File: config.mk
export PLATFORM = sky130hd
export DESIGN_NAME = tod_alarm_unit
export DESIGN_NICKNAME = d
export VERILOG_FILES = /design/src/rtl/tod_alarm_pkg.sv /design/src/rtl/tod_field_norm.sv /design/src/rtl/tod_alarm_match.sv /design/src/rtl/tod_flag_bank.sv /design/src/rtl/tod_alarm_unit.sv
export SDC_FILE = /design/constraint.sdc
export NUM_CORES = 1
export LEC_CHECK = 0
export ABC_AREA = 1
export BUFFER_PORTS_ARGS = -buffer_cell sky130_fd_sc_hd__clkbuf_2
export CAP_MARGIN = 10
export CORE_ASPECT_RATIO = 1.75
export CORE_UTILIZATION = 38
export DETAILED_ROUTE_END_ITERATION = 10
export GPL_ROUTABILITY_DRIVEN = 0
export GPL_TIMING_DRIVEN = 0
export MAX_ROUTING_LAYER = met4
export SETUP_SLACK_MARGIN = 0.15
export SYNTH_ARGS = -nofsm -noshare
export SYNTH_HDL_FRONTEND = slang
export SYNTH_SLANG_ARGS = --single-unit
File: constraint.sdc
create_clock -name clk -period 5.4 [get_ports clk]
set_input_delay 0.27 -clock clk [delete_from_list [all_inputs] [get_ports clk]]
set_output_delay 0.27 -clock clk [all_outputs]
set_load 0.1 [all_outputs]
File: src/rtl/tod_alarm_pkg.sv
package tod_alarm_pkg;
  localparam int TOD_BYTE_W = 8;
  localparam int TOD_FIELDS = 3;
  localparam int FIELD_SEC  = 0;
  localparam int FIELD_MIN  = 1;
  localparam int FIELD_HOUR = 2;

  // field value after mode normalisation, plus wildcard marker
  typedef struct packed {
    logic                  wild;
    logic [TOD_BYTE_W-1:0] val;
  } tod_norm_t;

  typedef struct packed {
    logic alarm;
    logic update;
  } tod_flags_t;
endpackage

File: src/rtl/tod_field_norm.sv
module tod_field_norm
  import tod_alarm_pkg::*;
#(
  parameter bit WILD_OK   = 1'b1,
  parameter int HALF_DAY  = 12,
  parameter int DEC_RADIX = 10
) (
  input  logic [TOD_BYTE_W-1:0] raw,
  input  logic                  bin_mode,
  input  logic                  twelve_hr,
  output tod_norm_t             norm
);
  localparam int W   = TOD_BYTE_W;
  localparam int NIB = W / 2;

  logic [W-1:0] body;
  logic [W-1:0] dec;
  logic [W-1:0] base;
  logic [W-1:0] wrapped;

  always_comb begin
    // PM marker is not part of the number in 12-hour form
    body    = twelve_hr ? {1'b0, raw[W-2:0]} : raw;
    dec     = W'(body[W-1:NIB]) * W'(DEC_RADIX) + W'(body[NIB-1:0]);
    base    = bin_mode ? body : dec;
    wrapped = base % W'(HALF_DAY);
    if (twelve_hr) norm.val = wrapped + (raw[W-1] ? W'(HALF_DAY) : '0);
    else           norm.val = base;
  end

  generate
    if (WILD_OK) begin : g_wild
      assign norm.wild = &raw[W-1:W-2];
    end else begin : g_nowild
      assign norm.wild = 1'b0;
    end
  endgenerate
endmodule

File: src/rtl/tod_alarm_match.sv
module tod_alarm_match
  import tod_alarm_pkg::*;
(
  input  logic [TOD_FIELDS-1:0][TOD_BYTE_W-1:0] cur_bytes,
  input  logic [TOD_FIELDS-1:0][TOD_BYTE_W-1:0] alm_bytes,
  input  logic                                  bin_mode,
  input  logic                                  hr24,
  output logic                                  hit
);
  logic [TOD_FIELDS-1:0] field_ok;

  generate
    for (genvar i = 0; i < TOD_FIELDS; i++) begin : g_field
      localparam bit IS_HOUR = (i == FIELD_HOUR);
      logic      twelve;
      tod_norm_t cur_n;
      tod_norm_t alm_n;

      assign twelve = IS_HOUR ? ~hr24 : 1'b0;

      tod_field_norm #(.WILD_OK(1'b0)) u_cur (
        .raw(cur_bytes[i]), .bin_mode(bin_mode), .twelve_hr(twelve), .norm(cur_n));
      tod_field_norm #(.WILD_OK(1'b1)) u_alm (
        .raw(alm_bytes[i]), .bin_mode(bin_mode), .twelve_hr(twelve), .norm(alm_n));

      assign field_ok[i] = alm_n.wild | (~cur_n.wild & (alm_n.val == cur_n.val));
    end
  endgenerate

  assign hit = &field_ok;
endmodule

File: src/rtl/tod_flag_bank.sv
module tod_flag_bank
  import tod_alarm_pkg::*;
(
  input  logic clk,
  input  logic rst,
  input  logic tick,
  input  logic hit,
  input  logic flag_clr,
  input  logic update_en,
  input  logic alarm_en,
  output logic update_flag,
  output logic alarm_flag,
  output logic irq_flag,
  output logic irq,
  output logic wake
);
  tod_flags_t flags_q, kept, raised, fresh, flags_d;
  logic irq_q, line_q, wake_q, irq_kept, irq_d, wake_d;

  always_comb begin
    kept          = flag_clr ? '0 : flags_q;
    irq_kept      = flag_clr ? 1'b0 : irq_q;
    raised.update = tick;
    raised.alarm  = tick & hit;
    fresh         = tod_flags_t'(raised & ~kept);
    flags_d       = tod_flags_t'(kept | raised);
    irq_d         = irq_kept | (fresh.update & update_en) | (fresh.alarm & alarm_en);
    wake_d        = raised.alarm & alarm_en;
  end

  always_ff @(posedge clk) begin
    if (rst) begin
      flags_q <= '0;
      irq_q   <= 1'b0;
      line_q  <= 1'b0;
      wake_q  <= 1'b0;
    end else begin
      flags_q <= flags_d;
      irq_q   <= irq_d;
      line_q  <= irq_d;
      wake_q  <= wake_d;
    end
  end

  assign update_flag = flags_q.update;
  assign alarm_flag  = flags_q.alarm;
  assign irq_flag    = irq_q;
  assign irq         = line_q;
  assign wake        = wake_q;

  AST_UPD_AFTER_TICK: assert property (@(posedge clk) disable iff (rst)
    tick |=> update_flag);
  AST_CLR_EMPTIES: assert property (@(posedge clk) disable iff (rst)
    (flag_clr && !tick) |=> (!update_flag && !alarm_flag && !irq && !irq_flag));
  AST_IRQ_HAS_CAUSE: assert property (@(posedge clk) disable iff (rst)
    irq |-> (update_flag || alarm_flag));
  AST_WAKE_WITH_ALARM: assert property (@(posedge clk) disable iff (rst)
    wake |-> alarm_flag);
  AST_FLAGS_HOLD: assert property (@(posedge clk) disable iff (rst)
    (!tick && !flag_clr) |=> $stable({update_flag, alarm_flag, irq}));
  AST_IRQ_ONLY_ON_TICK: assert property (@(posedge clk) disable iff (rst)
    $rose(irq) |-> $past(tick));
endmodule

File: src/rtl/tod_alarm_unit.sv
module tod_alarm_unit
  import tod_alarm_pkg::*;
(
  input  logic                  clk,
  input  logic                  rst,
  input  logic                  tick,
  input  logic                  flag_clr,
  input  logic [TOD_BYTE_W-1:0] cur_sec,
  input  logic [TOD_BYTE_W-1:0] cur_min,
  input  logic [TOD_BYTE_W-1:0] cur_hour,
  input  logic [TOD_BYTE_W-1:0] alm_sec,
  input  logic [TOD_BYTE_W-1:0] alm_min,
  input  logic [TOD_BYTE_W-1:0] alm_hour,
  input  logic                  bin_mode,
  input  logic                  hr24,
  input  logic                  update_en,
  input  logic                  alarm_en,
  output logic                  update_flag,
  output logic                  alarm_flag,
  output logic                  irq_flag,
  output logic                  irq,
  output logic                  wake
);
  localparam int W = TOD_BYTE_W;

  logic [TOD_FIELDS-1:0][W-1:0] cur_bytes;
  logic [TOD_FIELDS-1:0][W-1:0] alm_bytes;
  logic                         hit;

  always_comb begin
    cur_bytes[FIELD_SEC]  = cur_sec;
    cur_bytes[FIELD_MIN]  = cur_min;
    cur_bytes[FIELD_HOUR] = cur_hour;
    alm_bytes[FIELD_SEC]  = alm_sec;
    alm_bytes[FIELD_MIN]  = alm_min;
    alm_bytes[FIELD_HOUR] = alm_hour;
  end

  tod_alarm_match u_match (
    .cur_bytes(cur_bytes), .alm_bytes(alm_bytes),
    .bin_mode(bin_mode), .hr24(hr24), .hit(hit));

  tod_flag_bank u_flags (
    .clk(clk), .rst(rst), .tick(tick), .hit(hit), .flag_clr(flag_clr),
    .update_en(update_en), .alarm_en(alarm_en),
    .update_flag(update_flag), .alarm_flag(alarm_flag),
    .irq_flag(irq_flag), .irq(irq), .wake(wake));

  AST_ALL_WILD_FIRES: assert property (@(posedge clk) disable iff (rst)
    (tick && (&alm_sec[W-1:W-2]) && (&alm_min[W-1:W-2]) && (&alm_hour[W-1:W-2]))
    |=> alarm_flag);
  AST_RESET_QUIET: assert property (@(posedge clk)
    rst |=> (!update_flag && !alarm_flag && !irq_flag && !irq && !wake));
endmodule

==> results of run 1 <==
-- sequential cells by signal, summed over array words and instances, names as in the netlist --
name / flops
u_flags.alarm_flag: 1
u_flags.irq_flag: 1
u_flags.update_flag: 1
u_flags.wake: 1
-- worst min-delay path by stage --
stage	from	end	cells past startpoint
2_1_floorplan	rst	u_flags.alarm_flag	1
3_3_place_gp	u_flags.update_flag	u_flags.update_flag	2
3_5_place_dp	u_flags.update_flag	u_flags.update_flag	2
4_1_cts	rst	u_flags.update_flag	2
5_1_grt	rst	u_flags.update_flag	2
6_report	rst	u_flags.update_flag	2
-- area by class of cell --
| cell class | instances | share of cell area (%) |
|---|---|---|
| multi-input cells | 453 | 74.8 |
| inverters | 79 | 8.03 |
| repair buffers | 59 | 7.99 |
| well taps | 92 | 3.12 |
| flip-flops and latches | 4 | 2.17 |
| clock buffers | 3 | 2.03 |
| plain buffers | 10 | 1.83 |
-- kinds of logic (layout without fill, tap and decap cells) --
kind of cell,count (synthesis),after routing,synth area share (%)
AO/OA/AOI/OAI,51,51,9.24
XOR/XNOR,29,29,7.91
adder cells (fa/ha/maj),56,56,25.1
buffers and inverters,89,151,11.3
flip-flops,4,4,2.50
AND/OR/NAND/NOR,317,317,43.9
-- layer usage --
layer | part of all wire [%] | up-vias | GRT usage, %
met5 | 0 | - | -
met4 | 2.7 | 0 | 6.13
met3 | 2.4 | 20 | 1.05
met2 | 56 | 63 | 43.2
met1 | 39 | 1526 | 20.7
li1 | - | 1870 | -
-- worst max-delay path, delay by kind of cell --
family,cells,cell delay (ns)
adder cells (fa/ha/maj),4,1.33
AND/OR/NAND/NOR,21,1.84
buffers and inverters,5,0.48
AO/OA/AOI/OAI,3,0.47
XOR/XNOR,1,0.18
-- power by group --
group / internal, W / total [W] / switching (W)
clock network: 0.0000945 / 0.000114 / 0.0000199
logic: 0.000172 / 0.000436 / 0.000264
registers: 0.0000308 / 0.0000314 / 0.000000644
total: 0.000298 / 0.000582 / 0.000284
-- placed cells by master, fill, tap and decap left out, types with 8 or more instances in the layout --
cell type,instances
sky130_fd_sc_hd__xnor2_1,13
sky130_fd_sc_hd__inv_1,74
sky130_fd_sc_hd__nand4_1,8
sky130_fd_sc_hd__o21ai_0,17
sky130_fd_sc_hd__o21ai_1,8
sky130_fd_sc_hd__nand2_1,182
sky130_fd_sc_hd__xor2_1,16
sky130_fd_sc_hd__clkbuf_2,59
sky130_fd_sc_hd__fa_1,14
sky130_fd_sc_hd__nand3_1,52
sky130_fd_sc_hd__a21oi_1,13
sky130_fd_sc_hd__ha_1,42
sky130_fd_sc_hd__nand2_2,10
sky130_fd_sc_hd__nor2_1,38
-- stage by stage --
step	instance area, µm²	cells	util [%]	setup WS, ns	hold slack [ns]
floorplan	3210	546	-	1.40	0.339
global placement	3620	697	43.8	0.869	0.475
detailed placement	3620	697	43.8	0.729	0.479
CTS	3690	700	44.7	0.933	0.288
global route	3690	700	44.7	0.432	0.291
finish	3690	700	44.7	0.967	0.290
==> flow_summary.html, run 1 <==
<table>
<tr><th>Metric</th><th>Value</th></tr>
<tr><th colspan="2">Die</th></tr>
<tr><td># IOs</td><td>61</td></tr>
<tr><td>Placeable Area</td><td>8260 µm²</td></tr>
<tr><td>Die outline area</td><td>8830 µm²</td></tr>
<tr><td>Die width</td><td>71.5 µm</td></tr>
<tr><td>Initial cell density of the core</td><td>approximately two fifths</td></tr>
<tr><td>Std-Cell Rows</td><td>44</td></tr>
<tr><td>Vert. Die Dim</td><td>124 µm</td></tr>
<tr><th colspan="2">STA</th></tr>
<tr><td>Least-Margin Pin Slew</td><td>0.541 ns</td></tr>
<tr><td>Worst slew margin relative to its limit</td><td>64.1%</td></tr>
<tr><td>Clock period minus worst slack</td><td>4.43 ns</td></tr>
<tr><td>Final period util</td><td>82.1%</td></tr>
<tr><td>Final setup violation count</td><td>0</td></tr>
<tr><td>Final Max Tran Viols</td><td>0</td></tr>
<tr><td>Worst clock skew on the final layout</td><td>between 0.001 and 0.0015 ns</td></tr>
<tr><td>Total negative setup slack</td><td>0 ns</td></tr>
<tr><td>Setup repair after global routing missed its margin</td><td>no</td></tr>
<tr><td>Number of hold-slack violations in the final timing report</td><td>0</td></tr>
<tr><td>Achievable frequency</td><td>approximately 230 MHz</td></tr>
<tr><th colspan="2">Worst setup path</th></tr>
<tr><td>Endpoint of the most critical setup path</td><td>u_flags.alarm_flag</td></tr>
<tr><td>Type of element launching the critical path</td><td>primary input</td></tr>
<tr><td>Reg-to-reg startpoint</td><td>u_flags.update_flag</td></tr>
<tr><td>Crit path DAT</td><td>roughly 4.6 ns</td></tr>
<tr><td>Worst-path fanout max</td><td>6</td></tr>
<tr><td>Critical Path Slowest Stage Cell</td><td>sky130_fd_sc_hd__fa_1</td></tr>
<tr><td>Register-to-Register Path Depth</td><td>4</td></tr>
<tr><td>Terminus of the critical flop-to-flop path</td><td>u_flags.irq_flag</td></tr>
<tr><td>Cell repeated most along the worst path</td><td>sky130_fd_sc_hd__nand2_1</td></tr>
<tr><td>Startpoint of the worst setup timing path</td><td>cur_hour[7]</td></tr>
<tr><td>Slowest cell delay on critical path</td><td>between 0.4 and 0.5 ns</td></tr>
<tr><td>Internal reg-to-reg setup slack</td><td>4.52 ns</td></tr>
<tr><td>Crit Path Category</td><td>primary input to register</td></tr>
<tr><td>Crit end category</td><td>register</td></tr>
<tr><td>Data required time at the worst endpoint</td><td>5.55 ns</td></tr>
<tr><th colspan="2">Synthesis</th></tr>
<tr><td>Most frequent cells after synthesis</td><td>sky130_fd_sc_hd__nand2_1, sky130_fd_sc_hd__inv_1, sky130_fd_sc_hd__nand3_1</td></tr>
<tr><td>Count of flip-flops with a built-in enable after synthesis</td><td>0</td></tr>
<tr><td>Share of flip-flops with an asynchronous set or reset</td><td>0%</td></tr>
<tr><td>Post-synth net total</td><td>658</td></tr>
<tr><td>Register area share after synthesis</td><td>2.50%</td></tr>
<tr><td>Yosys warning count</td><td>0</td></tr>
<tr><td>Unique masters post-synth</td><td>35</td></tr>
<tr><td>Cell area after synthesis</td><td>3210 µm²</td></tr>
<tr><td>Synthesized area per cell</td><td>5.88 µm²</td></tr>
<tr><td>Flop and latch count out of synthesis</td><td>4</td></tr>
<tr><td>Area share of the largest cell type after synthesis</td><td>21.3%</td></tr>
<tr><td>Yosys top cell by area</td><td>sky130_fd_sc_hd__nand2_1</td></tr>
<tr><td>Most used standard cell by instance count after synthesis</td><td>sky130_fd_sc_hd__nand2_1</td></tr>
<tr><td>Post-synthesis instance total</td><td>546</td></tr>
<tr><td>Primary flip-flop cell chosen by synthesis mapping</td><td>sky130_fd_sc_hd__dfxtp_1</td></tr>
<tr><td>Biggest area contributors in the synthesized netlist</td><td>sky130_fd_sc_hd__nand2_1, sky130_fd_sc_hd__ha_1, sky130_fd_sc_hd__fa_1</td></tr>
<tr><th colspan="2">Power</th></tr>
<tr><td>Total power draw</td><td>0.000582 W</td></tr>
<tr><td>PD cells</td><td>157 nW/µm²</td></tr>
<tr><td>Leakage power figure</td><td>2.13 nW</td></tr>
<tr><td>Worst IR drop on VDD</td><td>roughly 0.077 mV</td></tr>
<tr><th colspan="2">Status</th></tr>
<tr><td>Outcome</td><td>finished, final reports clean</td></tr>
<tr><th colspan="2">Job</th></tr>
<tr><td>Number of maximum-capacitance violations</td><td>0</td></tr>
<tr><th colspan="2">CTS</th></tr>
<tr><td>Count of clock tree sinks</td><td>4</td></tr>
<tr><td>Num CTS Buffers</td><td>3</td></tr>
<tr><td>Hold-fix buffers, CTS</td><td>0</td></tr>
<tr><td>Clock tree root driver cell</td><td>sky130_fd_sc_hd__clkbuf_16</td></tr>
<tr><td>Clock latency at the later pin of the worst-skew pair</td><td>0.22 ns</td></tr>
<tr><td>CTS tree</td><td>done</td></tr>
<tr><td>Cells resized by post-CTS repair</td><td>0</td></tr>
<tr><td>Clock-pin slew on the worst setup and hold paths</td><td>about 0.030 ns</td></tr>
<tr><td>Maximum clock insertion buffer count</td><td>2</td></tr>
<tr><td>Number of H-tree branching levels</td><td>1</td></tr>
<tr><td>Setup Fix Bufs, Post-CTS</td><td>0</td></tr>
<tr><th colspan="2">Global route</th></tr>
<tr><td>GRT Resource Usage Total</td><td>21.0%</td></tr>
<tr><td>Initial antenna violation count</td><td>0</td></tr>
<tr><td>Vias in the first global route</td><td>3463</td></tr>
<tr><td>Wire length of the first global-routing pass</td><td>about 15 mm</td></tr>
<tr><td>Overflow after GRT</td><td>0</td></tr>
<tr><td>Pin count of the biggest net entering global routing</td><td>11</td></tr>
<tr><th colspan="2">Final layout</th></tr>
<tr><td>Layout net count</td><td>722</td></tr>
<tr><td>Fraction of layout instances using a drive strength above 1</td><td>between 10% and 20%</td></tr>
<tr><td>Layout Area Growth over Synthesis</td><td>15.1%</td></tr>
<tr><td>Diode insertion count for antenna repair</td><td>0</td></tr>
<tr><td>Area taken by multi-input logic gates</td><td>2770 µm²</td></tr>
<tr><td>Number of fillers in the final layout</td><td>approximately 910</td></tr>
<tr><td>Area taken by flip-flops and latches</td><td>80.1 µm²</td></tr>
<tr><th colspan="2">Min path</th></tr>
<tr><td>Classification of the worst-slack hold path</td><td>primary input to register</td></tr>
<tr><th colspan="2">Route</th></tr>
<tr><td>Remaining antenna violation count after routing</td><td>0</td></tr>
<tr><td>Total detailed-routing wirelength</td><td>8.33 mm</td></tr>
<tr><td>Vias per cell</td><td>around 5</td></tr>
<tr><td>Total number of vias</td><td>around 3500</td></tr>
<tr><td>1st-iter DRT viols</td><td>96</td></tr>
<tr><td>Remaining routing DRC violations</td><td>0</td></tr>
<tr><td>Average wire per standard cell</td><td>11.9 µm</td></tr>
<tr><td>TritonRoute pass-1 iters</td><td>4</td></tr>
<tr><th colspan="2">Placed design</th></tr>
<tr><td>I/O Buffers</td><td>59</td></tr>
<tr><td>DPL Wire Length</td><td>~7.3 mm</td></tr>
</table>
(Power assumes the default switching activity.)
==> run 2: changes to the inputs <==
--- a/config.mk
+++ b/config.mk
@@ -5,7 +5,7 @@
 export SDC_FILE = /design/constraint.sdc
 export NUM_CORES = 1
 export LEC_CHECK = 0
-export ABC_AREA = 1
+export ABC_AREA = 0
 export BUFFER_PORTS_ARGS = -buffer_cell sky130_fd_sc_hd__clkbuf_2
 export CAP_MARGIN = 10
 export CORE_ASPECT_RATIO = 1.75
==> constraint.sdc (replaced) <==
create_clock -name clk -period 4.4 [get_ports clk]
set_input_delay 0.22 -clock clk [delete_from_list [all_inputs] [get_ports clk]]
set_output_delay 0.22 -clock clk [all_outputs]
set_load 0.1 [all_outputs]
==> flow_summary.html, run 2 <==
<table>
<tr><th>Metric</th><th>Value</th></tr>
<tr><th colspan="2">Synthesis</th></tr>
<tr><td>Parity-gate share of the synthesized area counting xor and xnor cells</td><td>19.8% (was 7.91%)</td></tr>
<tr><td>Yosys warning count</td><td>0 (unchanged)</td></tr>
<tr><td>Simple-gate portion of the synthesized area</td><td>18.2% (was 43.9%)</td></tr>
<tr><td>Most frequent cells after synthesis</td><td>sky130_fd_sc_hd__xnor2_1, sky130_fd_sc_hd__ha_1, sky130_fd_sc_hd__nand2_1 (was sky130_fd_sc_hd__nand2_1, sky130_fd_sc_hd__inv_1, sky130_fd_sc_hd__nand3_1)</td></tr>
<tr><td>Most used standard cell by instance count after synthesis</td><td>sky130_fd_sc_hd__xnor2_1 (was sky130_fd_sc_hd__nand2_1)</td></tr>
<tr><td>Post-synthesis instance total</td><td>397 (was 546)</td></tr>
<tr><td>Biggest area contributors in the synthesized netlist</td><td>sky130_fd_sc_hd__ha_1, sky130_fd_sc_hd__xnor2_1, sky130_fd_sc_hd__fa_1 (was sky130_fd_sc_hd__nand2_1, sky130_fd_sc_hd__ha_1, sky130_fd_sc_hd__fa_1)</td></tr>
<tr><td>Post-Synth Adder-Cell Area</td><td>25.1% (about the same)</td></tr>
<tr><td>Flop and latch count out of synthesis</td><td>4 (unchanged)</td></tr>
<tr><td>Share of synthesized area spent on multiplexers</td><td>5.65% (was 0%)</td></tr>
<tr><td>Unique masters post-synth</td><td>72 (was 35)</td></tr>
<tr><td>Area share of the largest cell type after synthesis</td><td>16.4% (was 21.3%)</td></tr>
<tr><td>Synthesized-area fraction occupied by ao, oa, aoi and oai cells</td><td>24.7% (was 9.24%)</td></tr>
<tr><td>Cell area after synthesis</td><td>3210 µm² (about the same)</td></tr>
<tr><td>Post-synth net total</td><td>509 (was 658)</td></tr>
<tr><td>Share of flip-flops with an asynchronous set or reset</td><td>0% (unchanged)</td></tr>
<tr><td>Primary flip-flop cell chosen by synthesis mapping</td><td>sky130_fd_sc_hd__dfxtp_1 (unchanged)</td></tr>
<tr><td>Synthesized area per cell</td><td>8.09 µm² (was 5.88 µm²)</td></tr>
<tr><td>Yosys top cell by area</td><td>sky130_fd_sc_hd__ha_1 (was sky130_fd_sc_hd__nand2_1)</td></tr>
<tr><td>Largest family of logic cells by synthesized area</td><td>adder cells (was simple AND/OR/NAND/NOR gates)</td></tr>
<tr><td>Count of flip-flops with a built-in enable after synthesis</td><td>0 (unchanged)</td></tr>
<tr><td>Register area share after synthesis</td><td>2.49% (was 2.50%)</td></tr>
<tr><th colspan="2">STA</th></tr>
<tr><td>Setup WS post-layout</td><td>-0.0403 ns (was 0.967 ns)</td></tr>
<tr><td>Number of hold-slack violations in the final timing report</td><td>0 (unchanged)</td></tr>
<tr><td>Achievable frequency</td><td>225 MHz</td></tr>
<tr><td>Total negative setup slack</td><td>-0.0526 ns (was 0 ns)</td></tr>
<tr><td>Worst clock skew on the final layout</td><td>0.00402 ns (was 0.00101 ns)</td></tr>
<tr><td>Worst slew margin relative to its limit</td><td>44.1% (was 64.1%)</td></tr>
<tr><td>Final Max Tran Viols</td><td>0 (unchanged)</td></tr>
<tr><td>Least-Margin Pin Slew</td><td>0.815 ns (was 0.541 ns)</td></tr>
<tr><td>Final period util</td><td>101%</td></tr>
<tr><td>Final setup violation count</td><td>2 (was 0)</td></tr>
<tr><td>Setup repair after global routing missed its margin</td><td>yes (was no)</td></tr>
<tr><td>Clock period minus worst slack</td><td>4.44 ns</td></tr>
<tr><th colspan="2">Worst setup path</th></tr>
<tr><td>Crit end category</td><td>register (unchanged)</td></tr>
<tr><td>Crit Path Category</td><td>primary input to register (unchanged)</td></tr>
<tr><td>Type of element launching the critical path</td><td>primary input (unchanged)</td></tr>
<tr><td>Reg-to-reg startpoint</td><td>u_flags.update_flag (unchanged)</td></tr>
<tr><td>Worst-path fanout max</td><td>5 (was 6)</td></tr>
<tr><td>Crit path DAT</td><td>4.59 ns (about the same)</td></tr>
<tr><td>Internal reg-to-reg setup slack</td><td>3.61 ns (was 4.52 ns)</td></tr>
<tr><td>Data required time at the worst endpoint</td><td>4.55 ns (was 5.55 ns)</td></tr>
<tr><td>Slowest cell delay on critical path</td><td>0.51 ns (was 0.48 ns)</td></tr>
<tr><td>Critical Path Slowest Stage Cell</td><td>sky130_fd_sc_hd__fa_1 (unchanged)</td></tr>
<tr><td>Register-to-Register Path Depth</td><td>3 (was 4)</td></tr>
<tr><td>Terminus of the critical flop-to-flop path</td><td>u_flags.irq_flag (unchanged)</td></tr>
<tr><td>Series of cell instances along the critical path</td><td>clkbuf_16 -&gt; nand2_8 -&gt; xnor2_2 -&gt; ha_2 -&gt; inv_2 -&gt; fa_1 -&gt; nor2b_2 -&gt; nor3b_4 -&gt; xnor2_2 -&gt; mux2i_4 -&gt; nor4_4 -&gt; a31oi_2 -&gt; a22o_1 -&gt; o211ai_1 -&gt; ha_2 -&gt; fa_2 -&gt; xor2_1 -&gt; nor4_1 -&gt; a21boi_1 -&gt; a211oi_2 -&gt; nand4_2 -&gt; nor3b_2</td></tr>
<tr><th colspan="2">Status</th></tr>
<tr><td>Violations in the final reports</td><td>setup timing</td></tr>
<tr><td>Outcome</td><td>finished with violations (was finished, final reports clean)</td></tr>
<tr><th colspan="2">Job</th></tr>
<tr><td>Number of maximum-capacitance violations</td><td>0 (unchanged)</td></tr>
<tr><th colspan="2">Global route</th></tr>
<tr><td>Pin count of the biggest net entering global routing</td><td>11 (unchanged)</td></tr>
<tr><td>GRT Resource Usage Total</td><td>21.9% (was 21.0%)</td></tr>
<tr><td>Initial antenna violation count</td><td>0 (unchanged)</td></tr>
<tr><td>Wire length of the first global-routing pass</td><td>15.2 mm (was 14.6 mm)</td></tr>
<tr><td>Overflow after GRT</td><td>0 (unchanged)</td></tr>
<tr><td>Vias in the first global route</td><td>3371 (was 3463)</td></tr>
<tr><th colspan="2">Route</th></tr>
<tr><td>Vias per cell</td><td>5.80 (was 4.97)</td></tr>
<tr><td>Remaining routing DRC violations</td><td>0 (unchanged)</td></tr>
<tr><td>Remaining antenna violation count after routing</td><td>0 (unchanged)</td></tr>
<tr><td>Total detailed-routing wirelength</td><td>9.24 mm (was 8.33 mm)</td></tr>
<tr><td>1st-iter DRT viols</td><td>94 (was 96)</td></tr>
<tr><td>Average wire per standard cell</td><td>16.2 µm (was 11.9 µm)</td></tr>
<tr><td>TritonRoute pass-1 iters</td><td>6 (was 4)</td></tr>
<tr><td>Total number of vias</td><td>3299 (was 3479)</td></tr>
<tr><th colspan="2">Final layout</th></tr>
<tr><td>Area taken by multi-input logic gates</td><td>3220 µm² (was 2770 µm²)</td></tr>
<tr><td>Layout net count</td><td>591 (was 722)</td></tr>
<tr><td>Diode insertion count for antenna repair</td><td>0 (unchanged)</td></tr>
<tr><td>Final design instance area without fill</td><td>4110 µm² (was 3690 µm²)</td></tr>
<tr><td>Fraction of layout instances using a drive strength above 1</td><td>28.5% (was 18.1%)</td></tr>
<tr><td>Number of fillers in the final layout</td><td>799 (was 906)</td></tr>
<tr><td>Layout Area Growth over Synthesis</td><td>28.1% (was 15.1%)</td></tr>
<tr><td>Most frequent cells in the layout</td><td>sky130_fd_sc_hd__clkbuf_2, sky130_fd_sc_hd__xnor2_1, sky130_fd_sc_hd__ha_1 (was sky130_fd_sc_hd__nand2_1, sky130_fd_sc_hd__inv_1, sky130_fd_sc_hd__clkbuf_2)</td></tr>
<tr><td>Most common cell after layout, fill and taps aside</td><td>sky130_fd_sc_hd__clkbuf_2 (was sky130_fd_sc_hd__nand2_1)</td></tr>
<tr><td>Area taken by flip-flops and latches</td><td>80.1 µm² (unchanged)</td></tr>
<tr><td>Final core utilization</td><td>49.8% (was 44.7%)</td></tr>
<tr><th colspan="2">Power</th></tr>
<tr><td>PD cells</td><td>217 nW/µm² (was 157 nW/µm²)</td></tr>
<tr><td>Total power draw</td><td>0.000893 W (was 0.000582 W)</td></tr>
<tr><td>Leakage power figure</td><td>1.85 nW (was 2.13 nW)</td></tr>
<tr><td>Worst IR drop on VDD</td><td>0.103 mV (was 0.0771 mV)</td></tr>
<tr><th colspan="2">Min path</th></tr>
<tr><td>Worst hold path stage count</td><td>2 (unchanged)</td></tr>
<tr><td>Endpoint of the worst hold-timing path</td><td>u_flags.wake (was u_flags.update_flag)</td></tr>
<tr><td>Critical hold path startpoint</td><td>rst (unchanged)</td></tr>
<tr><td>Classification of the worst-slack hold path</td><td>primary input to register (unchanged)</td></tr>
<tr><th colspan="2">CTS</th></tr>
<tr><td>Num CTS Buffers</td><td>3 (unchanged)</td></tr>
<tr><td>Count of clock tree sinks</td><td>4 (unchanged)</td></tr>
<tr><td>Hold-fix buffers, CTS</td><td>0 (unchanged)</td></tr>
<tr><td>Clock-pin slew on the worst setup and hold paths</td><td>0.03 ns (about the same)</td></tr>
<tr><td>Number of H-tree branching levels</td><td>1 (unchanged)</td></tr>
<tr><td>Clock tree root driver cell</td><td>sky130_fd_sc_hd__clkbuf_16 (unchanged)</td></tr>
<tr><td>Maximum clock insertion buffer count</td><td>2 (unchanged)</td></tr>
<tr><td>CTS tree</td><td>done (unchanged)</td></tr>
<tr><td>Clock latency at the later pin of the worst-skew pair</td><td>0.23 ns (was 0.22 ns)</td></tr>
<tr><th colspan="2">Placed design</th></tr>
<tr><td>DPL Wire Length</td><td>7.40 mm (was 7.31 mm)</td></tr>
<tr><td>Placed cell areas</td><td>3630 µm² (was 3620 µm²)</td></tr>
<tr><td>Pre-CTS setup slack</td><td>-0.689 ns (was 0.729 ns)</td></tr>
<tr><td>I/O Buffers</td><td>60 (was 59)</td></tr>
<tr><th colspan="2">Die</th></tr>
<tr><td>Std-Cell Rows</td><td>44 (unchanged)</td></tr>
<tr><td>Die outline area</td><td>8840 µm² (was 8830 µm²)</td></tr>
<tr><td>Vert. Die Dim</td><td>124 µm (about the same)</td></tr>
<tr><td>Die width</td><td>71.5 µm (about the same)</td></tr>
<tr><td># IOs</td><td>61 (unchanged)</td></tr>
<tr><td>Initial cell density of the core</td><td>38.9% (about the same)</td></tr>
<tr><td>Placeable Area</td><td>8260 µm² (unchanged)</td></tr>
</table>
-- run 2: cell types whose count changed after synthesis, moves of 9 or more --
| cell | before | now |
|---|---|---|
| sky130_fd_sc_hd__nand2_2 | 10 | 1 |
| sky130_fd_sc_hd__nand2_1 | 182 | 30 |
| sky130_fd_sc_hd__inv_1 | 74 | 23 |
| sky130_fd_sc_hd__xnor2_1 | 13 | 43 |
| sky130_fd_sc_hd__nand3_1 | 52 | 7 |
| sky130_fd_sc_hd__nor2_1 | 38 | 29 |
-- run 2: routing by layer --
layer  GRT usage, %  part of all wire [%]
met3          0.890                   2.0
met2           45.8                    58
met1           21.7                    37
met5              -                     0
met4           5.15                   2.3
-- run 2: stage by stage --
stage / std cells / hold slack [ns]
4_1_cts: 567 / 0.229
6_report: 569 / 0.238
5_1_grt: 569 / 0.248
2_1_floorplan: 397 / 0.289
3_5_place_dp: 549 / 0.458
3_3_place_gp: 549 / 0.454
-- run 2: timing repair --
action	CTS	global route
pin swaps	30	1
setup buffers	15	2
endpoints found under the setup margin	3	3
gates resized for setup	56	1
-- run 2: kinds of logic (layout without fill, tap and decap cells) --
kind of cell    Yosys count  after routing
compound gates          108            108
xor+xnor                 67             67
fa+ha+maj                56             56
buf+inv                  31            111
flops                     4              4
mux                      16             16
simple gates            115            115
-- run 2: how the worst max path moves through the flow --
stage / from / end / slack, ns
6_report: hr24 / u_flags.wake / -0.04
2_1_floorplan: hr24 / u_flags.wake / 0.16
3_3_place_gp: hr24 / u_flags.wake / -0.61
3_5_place_dp: hr24 / u_flags.wake / -0.69
4_1_cts: hr24 / u_flags.wake / 0.02
5_1_grt: hr24 / u_flags.wake / -0.34
-- run 2: worst max-delay path: cells and delay by family --
| kind | cells | cell delay, ns |
|---|---|---|
| multiplexers | 1 | 0.17 |
| XOR/XNOR | 3 | 0.49 |
| AND/OR/NAND/NOR | 7 | 1.36 |
| AO/OA/AOI/OAI | 5 | 0.80 |
| buffers and inverters | 2 | 0.18 |
| adder cells (fa/ha/maj) | 4 | 1.37 |
-- run 2: cell type report --
type | instances | area share, %
plain buffers | 7 | 0.973
well taps | 92 | 2.80
clock buffers | 3 | 1.82
multi-input cells | 362 | 78.3
flip-flops and latches | 4 | 1.95
inverters | 24 | 2.19
repair buffers | 77 | 12.0
-- run 2: report_power, final --
group	switching, W	leakage (nW)	internal (W)
Combinational	0.000377	1.78	0.000336
Sequential	0.000000711	0.0327	0.0000377
Clock	0.0000259	0.0370	0.000116
Total	0.000403	1.85	0.000490
==> run 3: changes to the inputs <==
--- a/config.mk
+++ b/config.mk
@@ -12,7 +12,6 @@
 export CORE_UTILIZATION = 38
 export DETAILED_ROUTE_END_ITERATION = 10
 export GPL_ROUTABILITY_DRIVEN = 0
-export GPL_TIMING_DRIVEN = 0
 export MAX_ROUTING_LAYER = met4
 export SETUP_SLACK_MARGIN = 0.15
 export SYNTH_ARGS = -nofsm -noshare
==> constraint.sdc (replaced) <==
create_clock -name clk -period 4.9 [get_ports clk]
set_input_delay 0.245 -clock clk [delete_from_list [all_inputs] [get_ports clk]]
set_output_delay 0.245 -clock clk [all_outputs]
set_load 0.1 [all_outputs]
==> flow_summary.html, run 3 (same netlist as run 2, synthesis figures left out) <==
<table>
<tr><th>Metric</th><th>Value</th></tr>
<tr><th colspan="2">Die</th></tr>
<tr><td>Die width</td><td>71.5 µm (unchanged)</td></tr>
<tr><td>Std-Cell Rows</td><td>44 (unchanged)</td></tr>
<tr><td>Die outline area</td><td>8840 µm² (unchanged)</td></tr>
<tr><td>Placeable Area</td><td>8260 µm² (unchanged)</td></tr>
<tr><td># IOs</td><td>61 (unchanged)</td></tr>
<tr><td>Initial cell density of the core</td><td>38.9% (unchanged)</td></tr>
<tr><td>Vert. Die Dim</td><td>124 µm (unchanged)</td></tr>
<tr><th colspan="2">Final layout</th></tr>
<tr><td>Area taken by multi-input logic gates</td><td>3100 µm² (was 3220 µm²)</td></tr>
<tr><td>Diode insertion count for antenna repair</td><td>0 (unchanged)</td></tr>
<tr><td>Most common cell after layout, fill and taps aside</td><td>sky130_fd_sc_hd__clkbuf_2 (unchanged)</td></tr>
<tr><td>Layout net count</td><td>581 (was 591)</td></tr>
<tr><td>Area taken by flip-flops and latches</td><td>80.1 µm² (unchanged)</td></tr>
<tr><td>Number of fillers in the final layout</td><td>834 (was 799)</td></tr>
<tr><td>Fraction of layout instances using a drive strength above 1</td><td>25.1% (was 28.5%)</td></tr>
<tr><td>Layout Area Growth over Synthesis</td><td>20.5% (was 28.1%)</td></tr>
<tr><td>Most frequent cells in the layout</td><td>sky130_fd_sc_hd__clkbuf_2, sky130_fd_sc_hd__xnor2_1, sky130_fd_sc_hd__ha_1 (unchanged)</td></tr>
<tr><th colspan="2">Route</th></tr>
<tr><td>1st-iter DRT viols</td><td>118 (was 94)</td></tr>
<tr><td>Total number of vias</td><td>3198 (was 3299)</td></tr>
<tr><td>Vias per cell</td><td>5.72 (was 5.80)</td></tr>
<tr><td>Remaining routing DRC violations</td><td>0 (unchanged)</td></tr>
<tr><td>Total detailed-routing wirelength</td><td>8.57 mm (was 9.24 mm)</td></tr>
<tr><td>Met2 wirelength from detailed routing</td><td>5.12 mm (was 5.39 mm)</td></tr>
<tr><td>Wire length the detailed router placed on met1</td><td>3.21 mm (was 3.45 mm)</td></tr>
<tr><td>TritonRoute pass-1 iters</td><td>6 (unchanged)</td></tr>
<tr><td>Average wire per standard cell</td><td>15.3 µm (was 16.2 µm)</td></tr>
<tr><td>Highest metal layer with signal wires</td><td>met4 (unchanged)</td></tr>
<tr><td>Remaining antenna violation count after routing</td><td>0 (unchanged)</td></tr>
<tr><td>Met3 Wirelength</td><td>146 µm (was 181 µm)</td></tr>
<tr><th colspan="2">Min path</th></tr>
<tr><td>Classification of the worst-slack hold path</td><td>primary input to register (unchanged)</td></tr>
<tr><th colspan="2">Worst setup path</th></tr>
<tr><td>Worst-path fanout max</td><td>5 (unchanged)</td></tr>
<tr><td>Series of cell instances along the critical path</td><td>buf_4 -&gt; nand2_1 -&gt; xnor2_1 -&gt; ha_2 -&gt; inv_1 -&gt; fa_1 -&gt; nor2b_2 -&gt; nor3b_2 -&gt; xnor2_1 -&gt; mux2_2 -&gt; nor3_1 -&gt; o21ai_0 -&gt; a22o_1 -&gt; o211ai_1 -&gt; ha_2 -&gt; fa_1 -&gt; xor2_1 -&gt; nor4_1 -&gt; a21boi_1 -&gt; a211oi_2 -&gt; nand4_2 -&gt; nor3b_2 (was clkbuf_16 -&gt; nand2_8 -&gt; xnor2_2 -&gt; ha_2 -&gt; inv_2 -&gt; fa_1 -&gt; nor2b_2 -&gt; nor3b_4 -&gt; xnor2_2 -&gt; mux2i_4 -&gt; nor4_4 -&gt; a31oi_2 -&gt; a22o_1 -&gt; o211ai_1 -&gt; ha_2 -&gt; fa_2 -&gt; xor2_1 -&gt; nor4_1 -&gt; a21boi_1 -&gt; a211oi_2 -&gt; nand4_2 -&gt; nor3b_2)</td></tr>
<tr><td>Type of element launching the critical path</td><td>primary input (unchanged)</td></tr>
<tr><td>Data required time at the worst endpoint</td><td>5.05 ns (was 4.55 ns)</td></tr>
<tr><td>Crit path DAT</td><td>4.71 ns (was 4.59 ns)</td></tr>
<tr><td>Crit end category</td><td>register (unchanged)</td></tr>
<tr><td>Slowest cell delay on critical path</td><td>0.50 ns (was 0.51 ns)</td></tr>
<tr><td>Critical Path Slowest Stage Cell</td><td>sky130_fd_sc_hd__fa_1 (unchanged)</td></tr>
<tr><td>Crit Path Category</td><td>primary input to register (unchanged)</td></tr>
<tr><th colspan="2">Job</th></tr>
<tr><td>Number of maximum-capacitance violations</td><td>0 (unchanged)</td></tr>
<tr><th colspan="2">CTS</th></tr>
<tr><td>Number of H-tree branching levels</td><td>1 (unchanged)</td></tr>
<tr><td>Maximum clock insertion buffer count</td><td>2 (unchanged)</td></tr>
<tr><td>Num CTS Buffers</td><td>3 (unchanged)</td></tr>
<tr><td>Clock tree root driver cell</td><td>sky130_fd_sc_hd__clkbuf_16 (unchanged)</td></tr>
<tr><td>Count of clock tree sinks</td><td>4 (unchanged)</td></tr>
<tr><td>Clock-pin slew on the worst setup and hold paths</td><td>0.03 ns (about the same)</td></tr>
<tr><td>CTS tree</td><td>done (unchanged)</td></tr>
<tr><td>Clock latency at the later pin of the worst-skew pair</td><td>0.22 ns (was 0.23 ns)</td></tr>
<tr><th colspan="2">STA</th></tr>
<tr><td>Total negative setup slack</td><td>0 ns (was -0.0526 ns)</td></tr>
<tr><td>Final Max Tran Viols</td><td>0 (unchanged)</td></tr>
<tr><td>Achievable frequency</td><td>around 220 MHz</td></tr>
<tr><td>Final setup violation count</td><td>0 (was 2)</td></tr>
<tr><td>Clock period minus worst slack</td><td>4.56 ns</td></tr>
<tr><td>Final period util</td><td>93.1%</td></tr>
<tr><td>Number of hold-slack violations in the final timing report</td><td>0 (unchanged)</td></tr>
<tr><td>Least-Margin Pin Slew</td><td>0.659 ns (was 0.815 ns)</td></tr>
<tr><td>Worst slew margin relative to its limit</td><td>56.1% (was 44.1%)</td></tr>
<tr><td>Setup repair after global routing missed its margin</td><td>no (was yes)</td></tr>
<tr><td>Worst clock skew on the final layout</td><td>0.00242 ns (was 0.00402 ns)</td></tr>
<tr><th colspan="2">Global route</th></tr>
<tr><td>Vias in the first global route</td><td>3163 (was 3371)</td></tr>
<tr><td>Wire length of the first global-routing pass</td><td>14.0 mm (was 15.2 mm)</td></tr>
<tr><td>Initial antenna violation count</td><td>0 (unchanged)</td></tr>
<tr><td>GRT Resource Usage Total</td><td>20.1% (was 21.9%)</td></tr>
<tr><td>Pin count of the biggest net entering global routing</td><td>27 (was 11)</td></tr>
<tr><td>Overflow after GRT</td><td>0 (unchanged)</td></tr>
<tr><th colspan="2">Placed design</th></tr>
<tr><td>DPL Wire Length</td><td>7.37 mm (was 7.40 mm)</td></tr>
<tr><td>I/O Buffers</td><td>60 (unchanged)</td></tr>
<tr><th colspan="2">Power</th></tr>
<tr><td>Leakage power figure</td><td>1.76 nW (was 1.85 nW)</td></tr>
<tr><td>Total power draw</td><td>0.000752 W (was 0.000893 W)</td></tr>
<tr><td>PD cells</td><td>194 nW/µm² (was 217 nW/µm²)</td></tr>
<tr><td>Worst IR drop on VDD</td><td>0.101 mV (was 0.103 mV)</td></tr>
<tr><th colspan="2">Status</th></tr>
<tr><td>Outcome</td><td>finished, final reports clean (was finished with violations)</td></tr>
</table>
[run 3: power breakdown]
group	internal, W	switching [W]
Clock	0.000104	0.0000212
Combinational	0.000277	0.000315
Sequential	0.0000338	0.000000598
Total	0.000415	0.000337
[run 3: worst max-delay path: cells and delay by family]
family | cells | cell delay, ns
AOI/OAI and AO/OA | 5 | 0.72
buffers and inverters | 2 | 0.16
muxes | 1 | 0.35
adders and majority gates | 4 | 1.31
and+or+nand+nor | 7 | 1.44
xor gates and xnor gates | 3 | 0.46
[run 3: timing repair]
item,in CTS,in global routing
hold buffers,0,0
hold endpoints to repair,0,0
endpoints found under the setup margin,0,3
resized for setup,0,25
setup buffers,0,4
[run 3: per-layer routing]
| layer | GRT usage, % | up-vias |
|---|---|---|
| met3 | 0.485 | 8 |
| met5 | - | - |
| li1 | - | 1617 |
| met4 | 3.80 | 0 |
| met2 | 42.5 | 59 |
| met1 | 20.1 | 1514 |
[run 3: metrics by stage]
stage | std cells | hold WS [ns] | util [%] | cell area, µm² | worst slack, ns
after floorplan | 397 | 0.314 | - | 3210 | 0.496
after global placement | 552 | 0.479 | 44.3 | 3660 | 0.130
after detailed placement | 552 | 0.485 | 44.3 | 3660 | 0.00253
after CTS | 555 | 0.256 | 45.3 | 3740 | 0.219
after global routing | 559 | 0.262 | 46.9 | 3870 | 0.0892
final | 559 | 0.262 | 46.9 | 3870 | 0.338
[run 3: worst paths after layout]
| kind | from | end | slack, ns | depth (start not counted) |
|---|---|---|---|---|
| min | rst | u_flags.update_flag | 0.26 | 2 |
| min reg2reg | u_flags.update_flag | u_flags.update_flag | 0.48 | 2 |
| max | hr24 | u_flags.wake | 0.34 | 22 |
| max reg2reg | u_flags.update_flag | u_flags.irq_flag | 4.10 | 3 |
[run 3: cell type report]
class,instances,area share (%)
Clock buffer,3,1.94
Tap cell,92,2.97
Timing Repair Buffer,74,10.6
Multi-Input combinational cell,362,80.1
Inverter,24,2.33
Sequential cell,4,2.07
